**src/rtl/t1alm_pkg.sv**
```systemverilog
package t1alm_pkg;

  // Strobes from control to datapath
  typedef struct packed {
    logic bitTick;   // an enabled bit is present this cycle
    logic winClose;  // this bit is the last of an AIS window
    logic blkRun;    // density blocks are being counted
    logic blkClose;  // this bit is the last of a density block
  } alarmStrobes_t;

  // Decisions from datapath to control, valid with bitTick
  typedef struct packed {
    logic aisQuiet;  // window zero total within the AIS limit
    logic runFull;   // zero run reaches the loss threshold on this bit
    logic densOk;    // block ones total meets the density minimum
  } alarmStatus_t;

endpackage

```
**src/rtl/t1alm_ctl.sv**
```systemverilog
module t1alm_ctl
  import t1alm_pkg::*;
#(
  parameter int WIN_LEN  = 4632,
  parameter int DENS_LEN = 112
) (
  input  logic          clk,
  input  logic          rstN,
  input  logic          bitEn,
  input  alarmStatus_t  status,
  output alarmStrobes_t strobes,
  output logic          aisFlag,
  output logic          losFlag
);

  localparam int WW = (WIN_LEN  > 1) ? $clog2(WIN_LEN)  : 1;
  localparam int BW = (DENS_LEN > 1) ? $clog2(DENS_LEN) : 1;
  localparam logic [WW-1:0] WIN_LAST = WW'(WIN_LEN - 1);
  localparam logic [BW-1:0] BLK_LAST = BW'(DENS_LEN - 1);

  logic [WW-1:0] winPos;
  logic [BW-1:0] blkPos;
  logic          winClose;
  logic          blkClose;

  assign winClose = bitEn && (winPos == WIN_LAST);
  assign blkClose = bitEn && losFlag && (blkPos == BLK_LAST);

  always_comb begin
    strobes.bitTick  = bitEn;
    strobes.winClose = winClose;
    strobes.blkRun   = losFlag;
    strobes.blkClose = blkClose;
  end

  // Free-running window position, advanced only by enabled bits
  always_ff @(posedge clk or negedge rstN) begin
    if (!rstN) begin
      winPos <= '0;
    end else if (bitEn) begin
      if (winClose) winPos <= '0;
      else          winPos <= winPos + 1'b1;
    end
  end

  // Density block position, held at zero outside loss of signal
  always_ff @(posedge clk or negedge rstN) begin
    if (!rstN) begin
      blkPos <= '0;
    end else if (!losFlag) begin
      blkPos <= '0;
    end else if (bitEn) begin
      if (blkClose) blkPos <= '0;
      else          blkPos <= blkPos + 1'b1;
    end
  end

  // Blue flag: decided only at window close
  always_ff @(posedge clk or negedge rstN) begin
    if (!rstN)         aisFlag <= 1'b0;
    else if (winClose) aisFlag <= status.aisQuiet;
  end

  // Red flag: zero-run set, ones-density clear
  always_ff @(posedge clk or negedge rstN) begin
    if (!rstN) begin
      losFlag <= 1'b0;
    end else if (!losFlag) begin
      if (status.runFull) losFlag <= 1'b1;
    end else if (blkClose && status.densOk) begin
      losFlag <= 1'b0;
    end
  end

endmodule

```
**src/rtl/t1alm_dp.sv**
```systemverilog
module t1alm_dp
  import t1alm_pkg::*;
#(
  parameter int AIS_MAX_ZEROS = 5,
  parameter int LOS_ZRUN      = 192,
  parameter int DENS_MIN      = 14
) (
  input  logic          clk,
  input  logic          rstN,
  input  logic          bitIn,
  input  alarmStrobes_t strobes,
  output alarmStatus_t  status
);

  // Zero count saturates one above the limit: only "over or not" matters
  localparam int ZSATV = AIS_MAX_ZEROS + 1;
  localparam int ZW    = $clog2(ZSATV + 1);
  localparam int RW    = $clog2(LOS_ZRUN + 1);
  localparam int OW    = $clog2(DENS_MIN + 1);

  localparam logic [ZW:0]   ZLIM = (ZW+1)'(AIS_MAX_ZEROS);
  localparam logic [ZW:0]   ZSAT = (ZW+1)'(ZSATV);
  localparam logic [RW-1:0] RTOP = RW'(LOS_ZRUN);
  localparam logic [RW-1:0] RHIT = RW'(LOS_ZRUN - 1);
  localparam logic [OW:0]   OMIN = (OW+1)'(DENS_MIN);

  logic [ZW-1:0] zeroCnt;
  logic [ZW:0]   zeroSum;
  logic [RW-1:0] runCnt;
  logic [OW-1:0] onesCnt;
  logic [OW:0]   onesSum;

  assign zeroSum = {1'b0, zeroCnt} + {{ZW{1'b0}}, ~bitIn};
  assign onesSum = {1'b0, onesCnt} + {{OW{1'b0}}, bitIn};

  always_comb begin
    status.aisQuiet = (zeroSum <= ZLIM);
    status.runFull  = strobes.bitTick && !bitIn && (runCnt >= RHIT);
    status.densOk   = (onesSum >= OMIN);
  end

  // Zeros in the current AIS window
  always_ff @(posedge clk or negedge rstN) begin
    if (!rstN) begin
      zeroCnt <= '0;
    end else if (strobes.bitTick) begin
      if (strobes.winClose)   zeroCnt <= '0;
      else if (zeroSum > ZSAT) zeroCnt <= ZSAT[ZW-1:0];
      else                    zeroCnt <= zeroSum[ZW-1:0];
    end
  end

  // Consecutive zero run, saturating at the threshold
  always_ff @(posedge clk or negedge rstN) begin
    if (!rstN) begin
      runCnt <= '0;
    end else if (strobes.bitTick) begin
      if (bitIn)               runCnt <= '0;
      else if (runCnt != RTOP) runCnt <= runCnt + 1'b1;
    end
  end

  // Ones in the current density block, saturating at the minimum
  always_ff @(posedge clk or negedge rstN) begin
    if (!rstN) begin
      onesCnt <= '0;
    end else if (!strobes.blkRun) begin
      onesCnt <= '0;
    end else if (strobes.bitTick) begin
      if (strobes.blkClose)   onesCnt <= '0;
      else if (onesSum > OMIN) onesCnt <= OMIN[OW-1:0];
      else                    onesCnt <= onesSum[OW-1:0];
    end
  end

endmodule

```
**src/rtl/t1_alarm_det.sv**
```systemverilog
module t1_alarm_det
  import t1alm_pkg::*;
#(
  parameter int WIN_LEN       = 4632,
  parameter int AIS_MAX_ZEROS = 5,
  parameter int LOS_ZRUN      = 192,
  parameter int DENS_LEN      = 112,
  parameter int DENS_MIN      = 14
) (
  input  logic clk,
  input  logic rstN,
  input  logic bitEn,
  input  logic bitIn,
  output logic aisAlarm,
  output logic losAlarm
);

  alarmStrobes_t strobes;
  alarmStatus_t  status;

  t1alm_ctl #(
    .WIN_LEN (WIN_LEN),
    .DENS_LEN(DENS_LEN)
  ) uCtl (
    .clk    (clk),
    .rstN   (rstN),
    .bitEn  (bitEn),
    .status (status),
    .strobes(strobes),
    .aisFlag(aisAlarm),
    .losFlag(losAlarm)
  );

  t1alm_dp #(
    .AIS_MAX_ZEROS(AIS_MAX_ZEROS),
    .LOS_ZRUN     (LOS_ZRUN),
    .DENS_MIN     (DENS_MIN)
  ) uDp (
    .clk    (clk),
    .rstN   (rstN),
    .bitIn  (bitIn),
    .strobes(strobes),
    .status (status)
  );

endmodule

```
**config.mk**
```make
export PLATFORM = sky130hd
export DESIGN_NAME = t1_alarm_det
export DESIGN_NICKNAME = d
export VERILOG_FILES = /design/src/rtl/t1alm_pkg.sv /design/src/rtl/t1alm_ctl.sv /design/src/rtl/t1alm_dp.sv /design/src/rtl/t1_alarm_det.sv
export SDC_FILE = /design/constraint.sdc
export NUM_CORES = 1
export LEC_CHECK = 0
export BUFFER_PORTS_ARGS = -buffer_cell sky130_fd_sc_hd__buf_2
export CORE_MARGIN = 4
export CORE_UTILIZATION = 65
export DETAILED_ROUTE_END_ITERATION = 8
export GPL_TIMING_DRIVEN = 0
export PLACE_DENSITY = 0.85
export SETUP_SLACK_MARGIN = 0.05
export SLEW_MARGIN = 0
export SYNTH_ARGS = -nofsm -noshare
export SYNTH_HDL_FRONTEND = slang
export SYNTH_HIERARCHICAL = 1
export SYNTH_SLANG_ARGS = --single-unit
```
**constraint.sdc**
```tcl
create_clock -name clk -period 3.44 [get_ports clk]
set_input_delay 0.344 -clock clk [delete_from_list [all_inputs] [get_ports clk]]
set_output_delay 0.344 -clock clk [all_outputs]
set_load 0.1 [all_outputs]
```
==> impl_results.md <==
- Post-placement cell count: about 270
- HP Class: in2async
- Cell family with most CP delay: simple AND/OR/NAND/NOR gates
- Largest net degree at the start of global routing: 38
- Dpl hpwl: 3.06 mm
- PostCTS Resize Cnt: 0
- Fin cells: roughly 280
- Vias per cell: roughly 6.3
- Post-Synth Simple-Gate Area: 23.7%
- Starting Density: roughly 70%
- Worst setup SP type: flip-flop
- Routed len/inst: 15.7 µm
- Skew-Pair Late Insertion Delay: roughly 350 ps
- Placer Congestion: about 0.8
- Register area: 926 µm²
- Slew margin rel.: 46.2%
- Die width: approximately 66 µm
- Main synth FF type: dfrtp_1
- Warnings, synthesis: 6
- H-tree levels: 2
- Final worst path period share: a little under three fifths
- Core Footprint: approximately 0.0031 mm²
- Crit path DAT: between 2000 and 2500 ps
- Min cycle time layout: between 1500 and 2000 ps
- Max-cap check violation count: 0
- RSZ-0062 raised after global routing: false
- WP data required: approximately 3700 ps
- Peak supply drop: roughly 290 µV
- Filler cells: 241
- ANT cells: 0
- Initial DRC Count: 100
- Die height: roughly 66 µm
- Status: complete, no violations
- Clk root buf: clkbuf_4
- Post-Synthesis Cells: 220
- Syn Nets: 232
- TritonRoute pass-1 iters: 4
- Unique cell type count in the Yosys netlist: 62
- Nature of the critical path endpoint: flip-flop
- Actual slew at the worst max-slew pin: approximately 800 ps
- Xor/xnor share of the synthesized area: around 4%
- Crit path largest cell delay: around 430 ps
- Vias in the first global route: around 1700
- Num ports: 6
- Flops & latches, synth: 37
- Slew Viols, Final: 0
- Routed vias: between 1500 and 2000
- Clock transition at the registers of the reported paths: approximately 100 ps
- GRT Util Overall: 22.2%
- Footprint of the multi-input gates: between 0.001 and 0.0015 mm²
- Cell Rows: 20
- CTS Hold Bufs: 0
- Synth Area in Adders: between 4 and 5%
- Final setup violation count: 0
- CTS tree: done
- Worst path slowest cell: or3_1
- Cell Chain, Critical Path: ha_1 -> nand2b_1 -> or3_1 -> nor2_1 -> buf_4 -> and4b_1 -> a32o_1
- Buffer count from post-CTS setup fixing: 0
- Worst-path fanout max: 4
- Nets@finish: between 200 and 250
- Share of cells above drive strength 1: 14.7%
- WP buf/inv: 1
- Post-synthesis compound-gate area fraction: between 10% and 20%
- Setup TNS: 0 ps
- Sequential fraction of the synthesis area: 42.4%
- Antenna violations before repair: 0
- Total grt overflow: 0
- Die ar.: around 0.0043 mm²
- FMAX: a little over 0.5 GHz
- Leak: ~1.1 nW
- Syn-to-layout area delta: 6.19%
- Post-synth EDFFs: 0
- Main combinational cell family by area after synthesis: simple AND/OR/NAND/NOR gates
- Pwr Density: 435 mW/mm²
- IO buf count: 5
- DR DRC count: 0
- Synthesized area per cell: roughly 9.9 µm²
- Setup Skew: 6.20 ps
- Synthesized area: between 0.002 and 0.0025 mm²
- Sink Count: 37
- First-pass GRT wire length: approximately 7.4 mm
- Async S/R FF share, synth: 100%
- DRT antenna net count: 0
- CP Class: reg2reg
- Routed WL: ~4.3 mm
- Maximum clock path buffer count: 2
- Final hold vios: 0
- Mux share of post-synthesis cell area: around 2.8%
- CTS Buf Count: 5
## kinds of logic (layout without fill, tap and decap cells)
family / after synthesis / count (layout)
buffers and inverters: 25 / 37
adder cells (fa/ha/maj): 8 / 8
multiplexers: 5 / 5
AND/OR/NAND/NOR: 88 / 88
XOR/XNOR: 10 / 10
flip-flops: 37 / 37
AO/OA/AOI/OAI: 47 / 47
## final cells by class
| cell class | count | share of cell area [%] |
|---|---|---|
| inverters | 13 | 2.11 |
| repair buffers | 5 | 1.08 |
| plain buffers | 12 | 3.08 |
| multi-input cells | 158 | 49.0 |
| flip-flops and latches | 37 | 40.0 |
| clock buffers | 7 | 2.38 |
| well taps | 44 | 2.38 |
## cell usage after synthesis (all sizes together), types with 4 or more instances
library cell | number | area share [%]
buf | 8 | 2.5
xnor2 | 4 | 1.6
o21ai | 7 | 1.6
a21boi | 7 | 2.4
nor2 | 13 | 2.2
clkbuf | 4 | 0.75
nor2b | 4 | 1.1
nand3b | 4 | 1.4
and3 | 5 | 1.5
inv | 13 | 2.2
nand2 | 20 | 3.4
nand2b | 5 | 1.4
nand3 | 8 | 1.8
ha | 8 | 4.6
dfrtp | 37 | 42
xor2 | 6 | 2.4
a21oi | 5 | 1.3
nand4 | 7 | 2.3
## through the flow
step           utilization [%]  area [µm²]  total power (W)  hold slack [ps]  setup WS [ps]
6_report                  74.1        2320          0.00101             68.4           1510
5_1_grt                   74.1        2320          0.00108              118           1400
4_1_cts                   74.1        2320          0.00101             93.5           1520
3_5_place_dp              72.3        2260         0.000776              483           1400
3_3_place_gp              72.3        2260         0.000752              470           1460
2_1_floorplan                -        2180         0.000714             48.4           1510
## path summary, 6_finish.rpt
kind | from | end | slack, ps | cells past startpoint
setup / recovery | uCtl/blkPos[0]$_DFFE_PN0P_ | uDp/onesCnt[0]$_DFFE_PN0P_ | 1510 | 7
hold / removal | rstN | uDp/runCnt[5]$_DFFE_PN0P_ | 70 | 1
setup reg to reg | uCtl/blkPos[0]$_DFFE_PN0P_ | uDp/onesCnt[0]$_DFFE_PN0P_ | 1510 | 7
hold reg to reg | uCtl/aisFlag$_DFFE_PN0P_ | uCtl/aisFlag$_DFFE_PN0P_ | 520 | 1
max in group asynchronous | rstN | uCtl/winPos[3]$_DFFE_PN0P_ | 2860 | 1
min in group clk | bitIn | uDp/runCnt[3]$_DFFE_PN0P_ | 390 | 3
## worst reg2reg max path, delay by kind of cell, from the launching register on
kind	cells	cell delay (ps)
and+or+nand+nor	4	840
DFF	1	400
AOI/OAI and AO/OA	1	250
adders and majority gates	1	220
buffers and inverters	1	130
## power by group
group          switching (W)  internal [W]  total (W)  leakage [nW]
sequential         0.0000689      0.000492   0.000561         0.498
clock               0.000141     0.0000964   0.000237        0.0314
combinational       0.000117     0.0000938   0.000211         0.542
total               0.000327      0.000682    0.00101          1.07
## sequential cells by signal (all words and copies together), names as in the netlist
| name | count |
|---|---|
| uCtl/aisFlag | 1 |
| uCtl/blkPos | 7 |
| uCtl/losFlag | 1 |
| uCtl/winPos | 13 |
| uDp/onesCnt | 4 |
| uDp/runCnt | 8 |
| uDp/zeroCnt | 3 |
## metal layers
metal	share of wire [%]	vias up	routed length [µm]	track usage, %
li1	-	827	-	-
met1	42	874	1830	26.3
met2	52	42	2230	38.2
met3	5.2	4	225	6.12
met4	0.86	0	37	8.38
met5	0	-	0	0
## placed cells by master, fill, tap and decap left out, types with 7 or more instances in the layout
master	instances
dfrtp_1	37
nand2_1	20
nor2_1	13
inv_1	13
nand3_1	8
ha_1	8
buf_2	7
o21ai_0	7
a21boi_0	7
Note: power is estimated with default switching activity, not from simulation.
